File: src/rtl/nand_strobe_pkg.sv
package nand_strobe_pkg;

  localparam int unsigned CNT_W = 5;

  typedef enum logic [1:0] {
    CYC_CMD  = 2'd0,
    CYC_ADDR = 2'd1,
    CYC_WR   = 2'd2,
    CYC_RD   = 2'd3
  } cyc_e;

  // field order is the bit order of the timing word (MSB first)
  typedef struct packed {
    logic [1:0] ce_dly;
    logic [4:0] bsy_dly;
    logic [2:0] ta;
    logic [3:0] rd_hi;
    logic [3:0] rd_lo;
    logic [3:0] wr_hi;
    logic [3:0] wr_lo;
  } tcfg_t;

  localparam int unsigned TCFG_W = $bits(tcfg_t);

  function automatic logic [CNT_W-1:0] eff_len(input logic [CNT_W-1:0] f);
    return (f == '0) ? CNT_W'(1) : f;
  endfunction

endpackage

File: src/rtl/nand_phase_cnt.sv
module nand_phase_cnt
  import nand_strobe_pkg::*;
#(
  parameter int unsigned W = CNT_W
) (
  input  logic         clk_i,
  input  logic         rst_ni,
  input  logic         load_i,
  input  logic [W-1:0] val_i,
  output logic         last_o
);

  logic [W-1:0] cnt_q;

  always_ff @(posedge clk_i or negedge rst_ni) begin
    if (!rst_ni)            cnt_q <= '0;
    else if (load_i)        cnt_q <= val_i;
    else if (cnt_q != '0)   cnt_q <= cnt_q - W'(1);
  end

  assign last_o = (cnt_q == W'(1));

  AST_LOAD_NONZERO: assert property (@(posedge clk_i) disable iff (!rst_ni)
    load_i |-> (val_i != '0));

endmodule

File: src/rtl/nand_busy_win.sv
module nand_busy_win
  import nand_strobe_pkg::*;
#(
  parameter int unsigned W = CNT_W
) (
  input  logic         clk_i,
  input  logic         rst_ni,
  input  logic         start_i,
  input  logic [W-1:0] len_i,
  input  logic         rb_i,
  output logic         rb_ok_o
);

  logic [W-1:0] win_q;

  always_ff @(posedge clk_i or negedge rst_ni) begin
    if (!rst_ni)            win_q <= '0;
    else if (start_i)       win_q <= len_i;
    else if (win_q != '0)   win_q <= win_q - W'(1);
  end

  assign rb_ok_o = (win_q == '0) && rb_i;

  AST_RB_MASKED: assert property (@(posedge clk_i) disable iff (!rst_ni)
    start_i |=> !rb_ok_o);

  AST_RB_FOLLOWS: assert property (@(posedge clk_i) disable iff (!rst_ni)
    rb_ok_o |-> rb_i);

endmodule

File: src/rtl/nand_strobe_seq.sv
module nand_strobe_seq
  import nand_strobe_pkg::*;
#(
  parameter int unsigned DATA_W = 8
) (
  input  logic              clk_i,
  input  logic              rst_ni,
  input  logic [31:0]       timing_i,
  input  logic              req_valid_i,
  output logic              req_ready_o,
  input  logic [1:0]        req_type_i,
  input  logic [DATA_W-1:0] req_data_i,
  output logic              rsp_done_o,
  output logic [DATA_W-1:0] rsp_data_o,
  output logic              nand_ce_no,
  output logic              nand_cle_o,
  output logic              nand_ale_o,
  output logic              nand_re_no,
  output logic              nand_we_no,
  output logic [DATA_W-1:0] nand_dq_o,
  output logic              nand_dq_oe_o,
  input  logic [DATA_W-1:0] nand_dq_i,
  output logic              cnt_load_o,
  output logic [CNT_W-1:0]  cnt_val_o,
  input  logic              cnt_last_i,
  output logic              bsy_start_o,
  output logic [CNT_W-1:0]  bsy_len_o
);

  typedef enum logic [2:0] {S_IDLE, S_CE, S_TA, S_LO, S_HI} st_e;

  st_e               st_q, st_d;
  tcfg_t             tq, tsel;
  cyc_e              typ_q;
  logic [DATA_W-1:0] dat_q, rd_q;
  logic              ce_n_q, prev_rd_q, has_prev_q, ta_pend_q, done_q;
  logic              accept, acc_rd, acc_ta, cur_rd, strobe_ph;
  logic              unused_rsvd;

  assign unused_rsvd = ^timing_i[31:TCFG_W];

  function automatic logic [CNT_W-1:0] lo_len(input tcfg_t t, input logic rd);
    return eff_len(rd ? CNT_W'(t.rd_lo) : CNT_W'(t.wr_lo));
  endfunction

  function automatic logic [CNT_W-1:0] hi_len(input tcfg_t t, input logic rd);
    return eff_len(rd ? CNT_W'(t.rd_hi) : CNT_W'(t.wr_hi));
  endfunction

  assign tsel   = (st_q == S_IDLE) ? tcfg_t'(timing_i[TCFG_W-1:0]) : tq;
  assign accept = req_valid_i && (st_q == S_IDLE);
  assign acc_rd = (cyc_e'(req_type_i) == CYC_RD);
  assign acc_ta = has_prev_q && (prev_rd_q != acc_rd);
  assign cur_rd = (typ_q == CYC_RD);

  always_comb begin
    st_d       = st_q;
    cnt_load_o = 1'b0;
    cnt_val_o  = '0;
    unique case (st_q)
      S_IDLE: if (accept) begin
        cnt_load_o = 1'b1;
        if (ce_n_q) begin
          st_d      = S_CE;
          cnt_val_o = eff_len(CNT_W'(tsel.ce_dly));
        end else if (acc_ta) begin
          st_d      = S_TA;
          cnt_val_o = eff_len(CNT_W'(tsel.ta));
        end else begin
          st_d      = S_LO;
          cnt_val_o = lo_len(tsel, acc_rd);
        end
      end
      S_CE: if (cnt_last_i) begin
        cnt_load_o = 1'b1;
        if (ta_pend_q) begin
          st_d      = S_TA;
          cnt_val_o = eff_len(CNT_W'(tq.ta));
        end else begin
          st_d      = S_LO;
          cnt_val_o = lo_len(tq, cur_rd);
        end
      end
      S_TA: if (cnt_last_i) begin
        st_d       = S_LO;
        cnt_load_o = 1'b1;
        cnt_val_o  = lo_len(tq, cur_rd);
      end
      S_LO: if (cnt_last_i) begin
        st_d       = S_HI;
        cnt_load_o = 1'b1;
        cnt_val_o  = hi_len(tq, cur_rd);
      end
      S_HI: if (cnt_last_i) st_d = S_IDLE;
      default: st_d = S_IDLE;
    endcase
  end

  always_ff @(posedge clk_i or negedge rst_ni) begin
    if (!rst_ni) begin
      st_q       <= S_IDLE;
      tq         <= '0;
      typ_q      <= CYC_CMD;
      dat_q      <= '0;
      rd_q       <= '0;
      ce_n_q     <= 1'b1;
      prev_rd_q  <= 1'b0;
      has_prev_q <= 1'b0;
      ta_pend_q  <= 1'b0;
      done_q     <= 1'b0;
    end else begin
      st_q   <= st_d;
      done_q <= (st_q == S_HI) && cnt_last_i;
      if (st_q == S_IDLE) begin
        tq     <= tcfg_t'(timing_i[TCFG_W-1:0]);
        ce_n_q <= !req_valid_i;
      end
      if (accept) begin
        typ_q      <= cyc_e'(req_type_i);
        dat_q      <= req_data_i;
        prev_rd_q  <= acc_rd;
        has_prev_q <= 1'b1;
        ta_pend_q  <= acc_ta;
      end
      if ((st_q == S_LO) && cnt_last_i && cur_rd) rd_q <= nand_dq_i;
    end
  end

  assign strobe_ph    = (st_q == S_LO) || (st_q == S_HI);
  assign req_ready_o  = (st_q == S_IDLE);
  assign rsp_done_o   = done_q;
  assign rsp_data_o   = rd_q;
  assign nand_ce_no   = ce_n_q;
  assign nand_cle_o   = strobe_ph && (typ_q == CYC_CMD);
  assign nand_ale_o   = strobe_ph && (typ_q == CYC_ADDR);
  assign nand_re_no   = !((st_q == S_LO) && cur_rd);
  assign nand_we_no   = !((st_q == S_LO) && !cur_rd);
  assign nand_dq_oe_o = strobe_ph && !cur_rd;
  assign nand_dq_o    = dat_q;
  assign bsy_start_o  = (st_q == S_HI) && cnt_last_i &&
                        ((typ_q == CYC_CMD) || (typ_q == CYC_ADDR));
  assign bsy_len_o    = eff_len(CNT_W'(tq.bsy_dly));

  AST_CE_BEFORE_STROBE: assert property (@(posedge clk_i) disable iff (!rst_ni)
    (!nand_re_no || !nand_we_no) |-> !nand_ce_no);

  AST_RD_BUS_FREE: assert property (@(posedge clk_i) disable iff (!rst_ni)
    !nand_re_no |-> !nand_dq_oe_o);

  AST_DONE_PULSE: assert property (@(posedge clk_i) disable iff (!rst_ni)
    rsp_done_o |=> !rsp_done_o);

  AST_NO_ACCEPT_BUSY: assert property (@(posedge clk_i) disable iff (!rst_ni)
    !req_ready_o |=> $stable(dat_q));

  AST_TIMING_HELD: assert property (@(posedge clk_i) disable iff (!rst_ni)
    (st_q != S_IDLE) |=> $stable(tq));

  AST_WR_DATA_STABLE: assert property (@(posedge clk_i) disable iff (!rst_ni)
    (nand_dq_oe_o && $past(nand_dq_oe_o)) |-> $stable(nand_dq_o));

endmodule

File: src/rtl/nand_strobe_gen.sv
module nand_strobe_gen
  import nand_strobe_pkg::*;
#(
  parameter int unsigned DATA_W = 8
) (
  input  logic              clk_i,
  input  logic              rst_ni,
  input  logic [31:0]       timing_i,
  input  logic              req_valid_i,
  output logic              req_ready_o,
  input  logic [1:0]        req_type_i,
  input  logic [DATA_W-1:0] req_data_i,
  output logic              rsp_done_o,
  output logic [DATA_W-1:0] rsp_data_o,
  output logic              nand_ce_no,
  output logic              nand_cle_o,
  output logic              nand_ale_o,
  output logic              nand_re_no,
  output logic              nand_we_no,
  output logic [DATA_W-1:0] nand_dq_o,
  output logic              nand_dq_oe_o,
  input  logic [DATA_W-1:0] nand_dq_i,
  input  logic              nand_rb_i,
  output logic              rb_ok_o
);

  logic             cnt_load, cnt_last, bsy_start;
  logic [CNT_W-1:0] cnt_val, bsy_len;

  nand_strobe_seq #(.DATA_W(DATA_W)) u_seq (
    .clk_i        (clk_i),
    .rst_ni       (rst_ni),
    .timing_i     (timing_i),
    .req_valid_i  (req_valid_i),
    .req_ready_o  (req_ready_o),
    .req_type_i   (req_type_i),
    .req_data_i   (req_data_i),
    .rsp_done_o   (rsp_done_o),
    .rsp_data_o   (rsp_data_o),
    .nand_ce_no   (nand_ce_no),
    .nand_cle_o   (nand_cle_o),
    .nand_ale_o   (nand_ale_o),
    .nand_re_no   (nand_re_no),
    .nand_we_no   (nand_we_no),
    .nand_dq_o    (nand_dq_o),
    .nand_dq_oe_o (nand_dq_oe_o),
    .nand_dq_i    (nand_dq_i),
    .cnt_load_o   (cnt_load),
    .cnt_val_o    (cnt_val),
    .cnt_last_i   (cnt_last),
    .bsy_start_o  (bsy_start),
    .bsy_len_o    (bsy_len)
  );

  nand_phase_cnt #(.W(CNT_W)) u_phase (
    .clk_i  (clk_i),
    .rst_ni (rst_ni),
    .load_i (cnt_load),
    .val_i  (cnt_val),
    .last_o (cnt_last)
  );

  nand_busy_win #(.W(CNT_W)) u_busy (
    .clk_i   (clk_i),
    .rst_ni  (rst_ni),
    .start_i (bsy_start),
    .len_i   (bsy_len),
    .rb_i    (nand_rb_i),
    .rb_ok_o (rb_ok_o)
  );

  AST_CLE_ALE_EXCL: assert property (@(posedge clk_i) disable iff (!rst_ni)
    !(nand_cle_o && nand_ale_o));

  AST_CTRL_IN_STROBE: assert property (@(posedge clk_i) disable iff (!rst_ni)
    (nand_cle_o || nand_ale_o) |-> !nand_ce_no);

endmodule

File: config.mk
export PLATFORM = sky130hd
export DESIGN_NAME = nand_strobe_gen
export DESIGN_NICKNAME = d
export VERILOG_FILES = /design/src/rtl/nand_strobe_pkg.sv /design/src/rtl/nand_phase_cnt.sv /design/src/rtl/nand_busy_win.sv /design/src/rtl/nand_strobe_seq.sv /design/src/rtl/nand_strobe_gen.sv
export SDC_FILE = /design/constraint.sdc
export NUM_CORES = 1
export LEC_CHECK = 0
export ABC_AREA = 1
export BUFFER_PORTS_ARGS = -buffer_cell sky130_fd_sc_hd__buf_2
export CAP_MARGIN = 40
export CORE_MARGIN = 2
export CORE_UTILIZATION = 25
export CTS_BUF_LIST = sky130_fd_sc_hd__clkbuf_16
export DETAILED_ROUTE_END_ITERATION = 16
export HOLD_SLACK_MARGIN = 0.02
export SLEW_MARGIN = 15
export SYNTH_ARGS = -nofsm -noshare
export SYNTH_HDL_FRONTEND = slang
export SYNTH_SLANG_ARGS = --single-unit
File: constraint.sdc
create_clock -name clk_i -period 2.9 [get_ports clk_i]
set_clock_uncertainty 0.1 [all_clocks]
set_input_delay 0.435 -clock clk_i [delete_from_list [all_inputs] [get_ports clk_i]]
set_output_delay 0.435 -clock clk_i [all_outputs]
set_load 0.05 [all_outputs]
==> out/metrics.yaml <==
run_status: "finished, final reports clean"
crit_arrival_ns: 1.83
dp.cells: 630
routabilityCongestion: 0.872
firstDrtPassIters: 4
die_area_sq_um: 13800
dr_wl_met2_um: 3630
cts.repair.resized: 0
drv_slew: 0
fin_crit_ns: 2.37
syn-num-nets: 450
maxUsedRoutingLayer: "met4"
clk_latency_ns: 0.32
grt-ovfl-total: 0
worst_slew_pin_slew_ns: 0.624
slew_headroom_pct: 58.4
cts_tree: "yes"
fp.dieW_um: 117
fin_cells: 645
grt_pass1_vias: 2769
cts_hold_buf: 0
area_delta_synth_final_pct: 24.8
synth_flop_cell: "dfrtp_1"
drive_above_1_share_pct: 26.8
io_buffers: 72
syn_area_per_cell_sq_um: 8.20
synthTopCellsByArea: "dfrtp_1, nand2_1, inv_1, o21ai_0, nand3_1"
place_ws_ns: 0.732
vdd_drop_max_mv: 0.489
yosysWarnings: 0
hold_slack_ns: 0.0302
post-route-util_pct: 31.9
power_density_nw_per_um2: 1150
grt_pass1_wl_um: 13100
setup-violations-final: 0
synthesis.area_sq_um: 3210
final_nets: 527
drcViolationCount: 0
antenna_left: 0
max_stage_delay_ns: 0.41
slowest_stage: "dfrtp_1"
start_util_pct: 25.6
clk_pin_slew_worst_paths_ns: 0.05
post_cts_buffers: 0
drt-met1-wl_um: 3640
yosysSeqAreaShare_pct: 48.3
cp.required_ns: 2.37
hold_violations: 0
cap_violations: 0
fin_tns_setup_ns: 0
synth_edf_count: 0
worstSetupStartpointType: "register"
critPathCaptureType: "output pin"
ys_ff_latch: 62
antenna_found_initial: 0
syn_inst: 392
hpwl_um: 5920
period_share_pct: 81.6
yosysTopAreaCell: "dfrtp_1"
clockBufferDepth: 2
clock-root-buffer: "clkbuf_16"
crit_type: "reg -> out"
via_count: 2762
htreeDepth: 3
antenna_cells: 0
rows: 41
die_h_um: 117
core_sq_um: 12600
yosysUniqueCellTypes: 41
rsz0062_at_grt: "false"
viasPerCell: 4.28
max_freq_mhz: 422
critPathMaxFanout: 29
routed_wl_um: 7800
drt-initial-drc-count: 82
async_flop_share_pct: 100
path_cells: "inv_2 -> nand2_4 -> inv_4 -> buf_2"
track_usage_pct: 12.0
numCtsBuffers: 9
hold_path.class: "in -> async"
finalWorstSetupSlack_ns: 0.533
grt_max_degree: 36
p_leak_uw: 0.00206
yosysTopAreaCellShare_pct: 47.5
clock-sinks: 62
ioPinCount: 79
wl_met3_um: 476
routedWlPerCell_um: 12.1
[stage by stage]
stage	total power (uW)	cell area, sq um
2_1_floorplan	3230	3210
3_3_place_gp	3690	3760
3_5_place_dp	3740	3760
4_1_cts	4660	4010
5_1_grt	4990	4010
6_report	4600	4010
[cell usage in the layout (no fill, tap or decap), types with 7 or more instances in the layout]
cell	netlist	routed
a21oi_1	10	10
buf_2	7	72
clkbuf_16	0	9
dfrtp_1	61	61
inv_1	36	39
mux2_2	8	8
nand2_1	133	133
nand2_2	9	9
nand3_1	20	20
nor2_1	21	21
nor2_2	7	7
nor3_1	7	7
o21ai_0	26	26
[critical path, delay by kind of cell (launching register included)]
kind	cells	cell delay (ns)
buffers and inverters	3	0.85
flip-flops	1	0.41
AND/OR/NAND/NOR	1	0.23
[cells in the mapped netlist (3+ instances only)]
master and instances:
a21oi_1 10, buf_2 7, dfrtp_1 61, ha_1 4, inv_1 36, inv_2 3, mux2_2 8, nand2_1 133
nand2_2 9, nand3_1 20, nand3b_1 3, nor2_1 21, nor2_2 7, nor3_1 7, o21ai_0 26, o21ai_1 3
xor2_1 3
[per-layer routing]
metal / track usage, % / vias up
met5: 0 / -
met4: 3.39 / 0
met3: 4.43 / 4
met2: 18.4 / 84
met1: 15.9 / 1270
li1: - / 1404
[final timing paths]
| path | from | end | slack, ns | depth (start not counted) |
|---|---|---|---|---|
| worst max-delay path | u_seq.st_q[2]$_DFFE_PN0P_ | req_ready_o | 0.53 | 4 |
| worst min-delay path | rst_ni | u_seq.rsp_data_o[0]$_DFFE_PN0P_ | 0.03 | 1 |
| worst max register to register | u_seq.st_q[2]$_DFFE_PN0P_ | u_phase.cnt_q[0]$_DFFE_PN0P_ | 0.77 | 14 |
| worst min register to register | u_seq.tq[12]$_DFFE_PN0N_ | u_seq.tq[12]$_DFFE_PN0N_ | 0.37 | 2 |
| max in group asynchronous | rst_ni | u_seq.nand_ce_no$_DFFE_PN1N_ | 1.99 | 2 |
| min in group clk_i | req_data_i[1] | u_seq.nand_dq_o[1]$_DFFE_PN0P_ | 0.20 | 3 |
[kinds of logic (layout without fill, tap and decap cells)]
kind of cell	after synthesis	after routing	share of synthesized area, %
adder cells (fa/ha/maj)	4	4	1.56
flip-flops	62	62	48.3
buffers and inverters	51	132	7.13
AND/OR/NAND/NOR	211	211	29.8
XOR/XNOR	5	5	1.36
AO/OA/AOI/OAI	51	51	9.07
multiplexers	8	8	2.80
[flip-flops by register name, indices dropped and copies added (netlist names)]
name and flops:
u_busy.win_q 5, u_phase.cnt_q 5, u_seq.has_prev_q 1, u_seq.nand_ce_no 1, u_seq.nand_dq_o 8, u_seq.prev_rd_q 1
u_seq.rsp_data_o 8, u_seq.rsp_done_o 1, u_seq.st_q 3, u_seq.ta_pend_q 1, u_seq.tq 26, u_seq.typ_q 2
[where the power goes]
group          switching, uW  internal [uW]
Combinational           1530            685
Sequential               242           1250
Clock                    340            554
Total                   2120           2490
[final cells by class]
| type | count | area, sq um |
|---|---|---|
| fillers | 1328 | 8560 |
| flip-flops and latches | 62 | 1550 |
| multi-input cells | 279 | 1430 |
| repair buffers | 76 | 403 |
| clock buffers | 9 | 225 |
| well taps | 172 | 215 |
| inverters | 41 | 159 |
| clock inverters | 6 | 23.8 |
Note: power is estimated with default switching activity, not from simulation.
